**config.mk**
```make
export PLATFORM = sky130hd
export DESIGN_NAME = sertx_brk
export DESIGN_NICKNAME = d
export VERILOG_FILES = /design/src/rtl/sertx_pkg.sv /design/src/rtl/sertx_bittmr.sv /design/src/rtl/sertx_hold.sv /design/src/rtl/sertx_brkctl.sv /design/src/rtl/sertx_fsm.sv /design/src/rtl/sertx_brk.sv
export SDC_FILE = /design/constraint.sdc
export NUM_CORES = 1
export LEC_CHECK = 0
export BUFFER_PORTS_ARGS = -buffer_cell sky130_fd_sc_hd__buf_2
export CAP_MARGIN = 20
export CORE_UTILIZATION = 60
export CTS_CLUSTER_SIZE = 25
export DETAILED_ROUTE_END_ITERATION = 7
export GPL_TIMING_DRIVEN = 1
export PLACE_DENSITY = 0.83
export SLEW_MARGIN = 20
export SYNTH_ARGS = -nofsm -noshare
export SYNTH_HDL_FRONTEND = slang
export SYNTH_SLANG_ARGS = --single-unit
```
**constraint.sdc**
```tcl
create_clock -name clk -period 3.31 [get_ports clk]
set_input_delay 0.662 -clock clk [delete_from_list [all_inputs] [get_ports clk]]
set_output_delay 0.662 -clock clk [all_outputs]
set_load 0.03 [all_outputs]
```
**src/rtl/sertx_pkg.sv**
```systemverilog
package sertx_pkg;

    typedef enum logic [2:0] {
        ST_IDLE,
        ST_START,
        ST_DATA,
        ST_STOP,
        ST_BREAK,
        ST_GUARD
    } tx_state_e;

endpackage

```
**src/rtl/sertx_bittmr.sv**
```systemverilog
module sertx_bittmr #(
    parameter int OVS = 16
) (
    input  logic clk,
    input  logic rst_n,
    input  logic tick16,
    output logic bit_end
);

    localparam int CW = (OVS > 1) ? $clog2(OVS) : 1;
    localparam logic [CW-1:0] LAST = CW'(OVS - 1);

    logic [CW-1:0] sub_q;

    always_ff @(posedge clk) begin
        if (!rst_n) begin
            sub_q <= '0;
        end else if (tick16) begin
            if (sub_q == LAST) begin
                sub_q <= '0;
            end else begin
                sub_q <= sub_q + 1'b1;
            end
        end
    end

    assign bit_end = tick16 && (sub_q == LAST);

endmodule

```
**src/rtl/sertx_hold.sv**
```systemverilog
module sertx_hold #(
    parameter int DW = 8
) (
    input  logic          clk,
    input  logic          rst_n,
    input  logic          wr_stb,
    input  logic [DW-1:0] wr_data,
    input  logic          take,
    output logic          full,
    output logic [DW-1:0] data
);

    logic          full_q;
    logic [DW-1:0] data_q;
    logic          accept;

    assign accept = wr_stb && (!full_q || take);

    always_ff @(posedge clk) begin
        if (!rst_n) begin
            full_q <= 1'b0;
            data_q <= '0;
        end else begin
            if (accept) begin
                full_q <= 1'b1;
                data_q <= wr_data;
            end else if (take) begin
                full_q <= 1'b0;
            end
        end
    end

    assign full = full_q;
    assign data = data_q;

    AST_HOLD_KEEP: assert property (@(posedge clk) disable iff (!rst_n)
        (full_q && wr_stb && !take) |=> (full_q && $stable(data_q)));

    AST_TAKE_ONLY_FULL: assert property (@(posedge clk) disable iff (!rst_n)
        take |-> full_q);

endmodule

```
**src/rtl/sertx_brkctl.sv**
```systemverilog
module sertx_brkctl (
    input  logic clk,
    input  logic rst_n,
    input  logic tx_en,
    input  logic on_stb,
    input  logic off_stb,
    input  logic in_break,
    input  logic enter_break,
    input  logic leave_break,
    output logic brk_pend,
    output logic stop_pend
);

    logic brk_pend_q;
    logic stop_pend_q;

    always_ff @(posedge clk) begin
        if (!rst_n) begin
            brk_pend_q  <= 1'b0;
            stop_pend_q <= 1'b0;
        end else begin
            if (off_stb || enter_break) begin
                brk_pend_q <= 1'b0;
            end else if (on_stb && tx_en && !in_break) begin
                brk_pend_q <= 1'b1;
            end

            if (leave_break) begin
                stop_pend_q <= 1'b0;
            end else if (off_stb && in_break) begin
                stop_pend_q <= 1'b1;
            end
        end
    end

    assign brk_pend  = brk_pend_q;
    assign stop_pend = stop_pend_q;

    AST_BRK_NEEDS_EN: assert property (@(posedge clk) disable iff (!rst_n)
        $rose(brk_pend_q) |-> $past(on_stb && tx_en));

    AST_RELEASE_IN_BREAK: assert property (@(posedge clk) disable iff (!rst_n)
        $rose(stop_pend_q) |-> $past(in_break));

endmodule

```
**src/rtl/sertx_fsm.sv**
```systemverilog
module sertx_fsm
    import sertx_pkg::*;
#(
    parameter int DW = 8
) (
    input  logic          clk,
    input  logic          rst_n,
    input  logic          bit_end,
    input  logic          tx_en,
    input  logic          hold_full,
    input  logic [DW-1:0] hold_data,
    input  logic          brk_pend,
    input  logic          stop_pend,
    output logic          take,
    output logic          enter_break,
    output logic          leave_break,
    output tx_state_e     state_o,
    output logic          txd
);

    localparam int IW = (DW > 1) ? $clog2(DW) : 1;
    localparam logic [IW-1:0] LAST_BIT = IW'(DW - 1);

    tx_state_e     state_q, state_d;
    logic [DW-1:0] shreg_q, shreg_d;
    logic [IW-1:0] idx_q,   idx_d;
    logic          txd_q;

    function automatic logic line_level(input tx_state_e st, input logic lsb);
        logic lv;
        unique case (st)
            ST_START, ST_BREAK: lv = 1'b0;
            ST_DATA:            lv = lsb;
            default:            lv = 1'b1;
        endcase
        return lv;
    endfunction

    // Next-state and datapath decisions, taken only on a bit boundary
    always_comb begin
        state_d     = state_q;
        shreg_d     = shreg_q;
        idx_d       = idx_q;
        take        = 1'b0;
        enter_break = 1'b0;
        leave_break = 1'b0;
        if (bit_end) begin
            unique case (state_q)
                ST_IDLE, ST_STOP, ST_GUARD: begin
                    if (hold_full && tx_en) begin
                        state_d = ST_START;
                        shreg_d = hold_data;
                        take    = 1'b1;
                    end else if (brk_pend && !hold_full) begin
                        state_d     = ST_BREAK;
                        enter_break = 1'b1;
                    end else begin
                        state_d = ST_IDLE;
                    end
                end
                ST_START: begin
                    state_d = ST_DATA;
                    idx_d   = '0;
                end
                ST_DATA: begin
                    shreg_d = shreg_q >> 1;
                    if (idx_q == LAST_BIT) begin
                        state_d = ST_STOP;
                    end else begin
                        idx_d = idx_q + 1'b1;
                    end
                end
                ST_BREAK: begin
                    if (stop_pend) begin
                        state_d     = ST_GUARD;
                        leave_break = 1'b1;
                    end
                end
                default: state_d = ST_IDLE;
            endcase
        end
    end

    // State register
    always_ff @(posedge clk) begin
        if (!rst_n) begin
            state_q <= ST_IDLE;
            shreg_q <= '0;
            idx_q   <= '0;
        end else begin
            state_q <= state_d;
            shreg_q <= shreg_d;
            idx_q   <= idx_d;
        end
    end

    // Output register, aligned with the state register
    always_ff @(posedge clk) begin
        if (!rst_n) begin
            txd_q <= 1'b1;
        end else begin
            txd_q <= line_level(state_d, shreg_d[0]);
        end
    end

    assign txd     = txd_q;
    assign state_o = state_q;

    AST_MOVE_ON_BOUNDARY: assert property (@(posedge clk) disable iff (!rst_n)
        (state_q != $past(state_q)) |-> $past(bit_end));

    AST_BREAK_AFTER_DRAIN: assert property (@(posedge clk) disable iff (!rst_n)
        (state_q == ST_BREAK && $past(state_q) != ST_BREAK) |-> !$past(hold_full));

    AST_EXIT_VIA_GUARD: assert property (@(posedge clk) disable iff (!rst_n)
        ($past(state_q) == ST_BREAK && state_q != ST_BREAK) |-> (state_q == ST_GUARD));

    AST_START_FROM_MARK: assert property (@(posedge clk) disable iff (!rst_n)
        (state_q == ST_START && $past(state_q) != ST_START) |-> $past(txd_q));

    AST_NO_START_DISABLED: assert property (@(posedge clk) disable iff (!rst_n)
        (state_q == ST_START && $past(state_q) != ST_START) |-> $past(tx_en));

endmodule

```
**src/rtl/sertx_brk.sv**
```systemverilog
module sertx_brk
    import sertx_pkg::*;
#(
    parameter int DATA_W = 8,
    parameter int OVS    = 16
) (
    input  logic              clk,
    input  logic              rst_n,
    input  logic              tick16,
    input  logic              tx_en,
    input  logic              wr_stb,
    input  logic [DATA_W-1:0] wr_data,
    input  logic              brk_on_stb,
    input  logic              brk_off_stb,
    output logic              txd,
    output logic              hold_empty,
    output logic              tx_empty
);

    logic              bit_end;
    logic              hold_full;
    logic [DATA_W-1:0] hold_data;
    logic              take;
    logic              brk_pend;
    logic              stop_pend;
    logic              enter_break;
    logic              leave_break;
    tx_state_e         state;

    sertx_bittmr #(.OVS(OVS)) u_tmr (
        .clk     (clk),
        .rst_n   (rst_n),
        .tick16  (tick16),
        .bit_end (bit_end)
    );

    sertx_hold #(.DW(DATA_W)) u_hold (
        .clk     (clk),
        .rst_n   (rst_n),
        .wr_stb  (wr_stb),
        .wr_data (wr_data),
        .take    (take),
        .full    (hold_full),
        .data    (hold_data)
    );

    sertx_brkctl u_brk (
        .clk         (clk),
        .rst_n       (rst_n),
        .tx_en       (tx_en),
        .on_stb      (brk_on_stb),
        .off_stb     (brk_off_stb),
        .in_break    (state == ST_BREAK),
        .enter_break (enter_break),
        .leave_break (leave_break),
        .brk_pend    (brk_pend),
        .stop_pend   (stop_pend)
    );

    sertx_fsm #(.DW(DATA_W)) u_fsm (
        .clk         (clk),
        .rst_n       (rst_n),
        .bit_end     (bit_end),
        .tx_en       (tx_en),
        .hold_full   (hold_full),
        .hold_data   (hold_data),
        .brk_pend    (brk_pend),
        .stop_pend   (stop_pend),
        .take        (take),
        .enter_break (enter_break),
        .leave_break (leave_break),
        .state_o     (state),
        .txd         (txd)
    );

    assign hold_empty = !hold_full;
    assign tx_empty   = (state == ST_IDLE) && !hold_full;

endmodule

```
* After elaboration in Yosys (flattened, before gate mapping)
Index checks and enable logic that the tools add are counted.
Word-level totals: bits in registers 30, input bits 15, output and inout bits 3
Cells by class: $add $sub $neg 2, equal/unequal tests 12, muxes and demuxes 25, bitwise gates (word level) 1, reductions and logical operators 22
Operators with widths (count):
- 3-bit 2-to-1 mux | 6
- 8-bit case mux with 2 select lines | 1
- 1-bit 2-to-1 mux | 13
- 3-bit equality test, second input constant | 4
- 3-bit case mux with 4 select lines | 1
- 3-bit by 2-bit equality test with 1-bit output, second input constant | 3
- 1-bit logical AND | 8
- 8-bit 2-to-1 mux | 1
- 3-bit by 1-bit equality test with 1-bit output, second input constant | 2
- 3-bit case mux with 2 select lines | 1
- 3-bit AND reduction | 2
- 2-bit nonzero test | 3
- 2-bit OR reduction | 3
- 4-bit by 1-bit adder with 4-bit output, second input constant | 1
- 4-bit equality test, second input constant | 1
- 4-bit 2-to-1 mux | 1
- 3-bit by 1-bit adder with 3-bit output, second input constant | 1
- 3-bit logical NOT | 1
- 3-bit OR reduction | 1
- 1-bit logical NOT | 2
- 1-bit logical OR | 2
- 2-bit by 1-bit inequality test with 1-bit output, second input constant | 1
- 2-bit inequality test, second input constant | 1
- 1-bit case mux with 2 select lines | 1
- 1-bit inverter | 1

* Logic depth before layout (Yosys ltp)
depth after elaboration 9, depth in mapped cells 8

* Cells and area by module
A second synthesis with hierarchy kept.
Unflattened totals: cell total of the unflattened synthesis 170, area, all modules 1587.8 um^2
By module, submodules not included:
- sertx_fsm | times used 1, cells an instance 102, area an instance 918.4 um^2, seq. area each 300.3 um^2
- sertx_hold | times used 1, cells an instance 39, area an instance 376.6 um^2, seq. area each 180.2 um^2
- sertx_bittmr | times used 1, cells an instance 19, area an instance 193.9 um^2, seq. area each 80.1 um^2
- sertx_brkctl | times used 1, cells an instance 7, area an instance 75.1 um^2, seq. area each 40.0 um^2
- sertx_brk | times used 1, cells an instance 3, area an instance 23.8 um^2, seq. area each 0.0 um^2

* Worst setup path before layout
No wires, ideal clock.
path type register to output, from register u_fsm.state_q[2], in the netlist u_fsm.state_o[2], to output port tx_empty, arrival time 1.534 ns, data required time 2.648 ns, path slack 1.114 ns, stages on the path, launching flop included 3, buffers on the path 1, path through dfxtp_1 clkbuf_1 nor4_1
On the way: cells in the longest elaborated chain, start to end 2
Ends and longest elaborated chain:
- start: declaration | RTL line sertx_fsm.sv:24 | tx_state_e state_q, state_d;
- start signal: assignment | RTL line sertx_fsm.sv:91 | state_q <= state_d;
- 3-bit logical NOT | RTL line sertx_brk.sv:77 | assign tx_empty = (state == ST_IDLE) && !hold_full;
- 1-bit logical AND | RTL line sertx_brk.sv:77
- end: declaration | RTL line sertx_brk.sv:17 | output logic tx_empty
Every way passes these cells.

* Worst setup path after layout
from register u_tmr.sub_q[0], to register u_fsm.txd_q, in the netlist u_fsm.txd
On the way: cells in the longest elaborated chain, start to end 6, elaborated cells on any way between the ends 9, classes of those cells eq/ne: 4; mux: 3; reduce/logical: 2
Ends and longest elaborated chain:
- start: declaration | RTL line sertx_bittmr.sv:13 | logic [CW-1:0] sub_q;
- start signal: assignment | RTL line sertx_bittmr.sv:22 | sub_q <= sub_q + 1'b1;
- 4-bit equality test (*) | RTL line sertx_bittmr.sv:27 | assign bit_end = tick16 && (sub_q == LAST);
- 1-bit logical AND (*) | RTL line sertx_bittmr.sv:27
- 3-bit 2-to-1 mux | RTL line sertx_fsm.sv:47 | if (bit_end) begin
- 3-bit by 1-bit equality test with 1-bit output / 3-bit equality test (equally long branches) | RTL line sertx_fsm.sv:31 | unique case (st)
- 2-bit OR reduction | RTL line sertx_fsm.sv:31
- 1-bit case mux with 2 select lines (*) | RTL line sertx_fsm.sv:31
- end signal: assignment | RTL line sertx_fsm.sv:102 | txd_q <= line_level(state_d, shreg_d[0]);
- end: declaration | RTL line sertx_fsm.sv:27 | logic txd_q;
Mark *: on every way between the ends. The rest lies on a longest branch, timed or not. A chain may end at the register's enable or synchronous reset.

==> results.sh <==
export IMPL_synth_top_cell_by_area="dfxtp_1"
export IMPL_ys_warn_count=0
export IMPL_grt_overflow_total=0
export IMPL_synth_top_cell_area_share_pct=42.8
export IMPL_ir_drop_mv=0.492
export IMPL_gp_congestion=0.867
export IMPL_layout_min_cycle_time_ns=2.29
export IMPL_final_cell_count_no_fill=203
export IMPL_worstHoldStart="u_fsm.shreg_q[7]"
export IMPL_die_w_um=50.4
export IMPL_cp_start_kind="flop"
export IMPL_rr_startpoint="u_tmr.sub_q[0]"
export IMPL_cp_required_ns=3.54
export IMPL_crit_fanout=15
export IMPL_relSlewSlack_pct=62.3
export IMPL_power_density_nw_per_um2=461
export IMPL_cts_root_buf="clkbuf_4"
export IMPL_synthArstFlopShare_pct=0
export IMPL_reg2regPathDepth=7
export IMPL_synth_edf_count=0
export IMPL_end_kind="flop"
export IMPL_clock_sinks=30
export IMPL_nFillCells=189
export IMPL_cts_tree="yes"
export IMPL_slew_violations=0
export IMPL_layout_drive_gt1_share_pct=16.6
export IMPL_multi_input_area_um2=748
export IMPL_die_height_um=50.4
export IMPL_first_global_vias=1126
export IMPL_maxCapViolations=0
export IMPL_drt_wl_total_um=2830
export IMPL_hp_class="flop to flop"
export IMPL_finalCritPeriodShare_pct=69.2
export IMPL_crit_arrival_ns=2.52
export IMPL_antennaDiodeCount=0
export IMPL_worst_slew_pin_transition_ns=0.561
export IMPL_hold_depth=2
export IMPL_synth_area_leaders="dfxtp_1, nor2_1, mux2i_1"
export IMPL_post_cts_setup_buffer_count=0
export IMPL_cts_made_buffers=5
export IMPL_dieArea_um2=2540
export IMPL_core_area_um2=2210
export IMPL_timing_rr_end="u_fsm.txd"
export IMPL_tns_ns=0
export IMPL_grt_pass1_wl_um=4840
export IMPL_hold_violations=0
export IMPL_clk_latency_ns=0.33
export IMPL_numPortBuffers=17
export IMPL_regArea_um2=601
export IMPL_clk_pin_slew_ns=0.10
export IMPL_cellLeakagePower_nw=0.617
export IMPL_avgViaCountPerCell=5.81
export IMPL_num_io_pins=18
export IMPL_synthCells=158
export IMPL_start_util_pct=63.4
export IMPL_track_usage_pct=26.2
export IMPL_synth_common_cells="dfxtp_1, nor2_1, mux2i_1"
export IMPL_area_delta_synth_final_pct=12.1
export IMPL_htree_levels=2
export IMPL_outcome="completed"
export IMPL_hpwl_um=1970
export IMPL_antenna_found_initial=0
export IMPL_ys_seq_area_share_pct=42.8
export IMPL_cts_resized=0
export IMPL_nets=193
export IMPL_vias=1179
export IMPL_synth_distinct_cells=40
export IMPL_criticalPathCategory="flop to flop"
export IMPL_max_freq_mhz=437
export IMPL_avgSynthCellArea_um2=8.88
export IMPL_cts_buffer_depth=2
export IMPL_drt_iter0_markers=20
export IMPL_hold_path_end="u_fsm.shreg_q[7]"
export IMPL_synth_area_um2=1400
export IMPL_rsz0062_at_grt="false"
export IMPL_synth_ff_type="dfxtp_1"
export IMPL_drc=0
export IMPL_synth_seq_cells=30
export IMPL_place_inst=196
export IMPL_grt_max_degree=21
export IMPL_wl_per_cell_um=13.9
export IMPL_rrSetupSlack_ns=1.02
export IMPL_clock_skew_ns=0.0208
export IMPL_drtPass1Iterations=4
export IMPL_fp_row_count=17
export IMPL_cts_hold_buf=0
export IMPL_syn_nets=176
export IMPL_finalSetupViolations=0
export IMPL_drtAntennaViolNets=0
[state kept, by name, indices dropped and copies added (netlist names)]
name             flops
u_hold.data          8
u_tmr.sub_q          4
u_brk.brk_pend       1
u_fsm.state_o        3
u_fsm.txd            1
u_hold.full          1
u_brk.stop_pend      1
u_fsm.idx_q          3
u_fsm.shreg_q        8
[worst max-delay path by stage]
stage	slack (ns)	from	end	cells past startpoint
2_1_floorplan	1.11	u_fsm.state_o[2]	tx_empty	2
3_3_place_gp	0.96	tick16	u_fsm.txd	7
3_5_place_dp	0.83	tick16	u_fsm.txd	7
4_1_cts	1.04	u_tmr.sub_q[0]	u_fsm.txd	7
5_1_grt	0.75	u_tmr.sub_q[0]	u_fsm.txd	7
6_report	1.02	u_tmr.sub_q[0]	u_fsm.txd	7
[report_power, final]
group | internal (mW) | switching [mW] | total [mW]
registers | 0.370 | 0.00751 | 0.378
clock network | 0.176 | 0.120 | 0.295
logic | 0.0228 | 0.0295 | 0.0522
[logic make-up (layout without fill, tap and decap cells)]
family                     count (synthesis)  in the layout  share of synthesized area, %
DFF                                       30             30                          42.8
and+or+nand+nor                           61             61                          21.6
AOI/OAI and AO/OA                         39             39                          20.1
adders and majority gates                  3              3                          2.68
xor gates and xnor gates                   3              3                          1.87
buffers and inverters                     12             29                          3.84
muxes                                     10             10                          7.14
[critical path, cell delays in order (launching register included)]
cell and delay, ns:
dfxtp_1 0.39, ha_1 0.22, nand4_1 0.39, nor3_1 0.30, a22o_1 0.46, o2111ai_1 0.17, a21oi_1 0.18, o21ai_0 0.09
[layout make-up]
cell class	instances	area share [%]
well taps	28	2.23
multi-input cells	116	47.6
clock inverters	1	1.91
repair buffers	18	5.89
inverters	4	0.955
clock buffers	6	3.26
flip-flops and latches	30	38.2
[layer usage]
metal | share of wire [%] | track usage [%] | up-vias | wire length (um)
li1 | - | - | 605 | -
met1 | 46 | 31.2 | 546 | 1290
met2 | 49 | 44.2 | 21 | 1390
met3 | 2.7 | 6.36 | 7 | 77
met4 | 2.4 | 11.6 | 0 | 68
met5 | 0 | 0 | - | 0
[per-stage QoR]
stage	instance area [um2]	utilization [%]	power [mW]	hold WS, ns	worst slack, ns
floorplan	1400	-	0.419	0.436	1.11
global placement	1490	67.4	0.435	0.451	0.957
detailed placement	1490	67.4	0.438	0.473	0.825
CTS	1570	71.1	0.731	0.488	1.04
global route	1570	71.1	0.748	0.509	0.750
finish	1570	71.1	0.725	0.489	1.02
[placed cells by master, fill, tap and decap left out, types with 2 or more instances in the layout]
master and instances:
a211oi_1 7, clkbuf_4 5, nand3b_1 4, buf_2 17
dfxtp_1 30, nor4_1 2, xor2_1 2, nand2b_1 4
nand2_1 6, nor2_1 30, and2_1 2, nor3_1 4
inv_1 3, ha_1 3, o21ai_0 7, a22oi_1 9
mux2i_1 10, a31oi_1 3, a21oi_1 4
(Power assumes the default switching activity.)
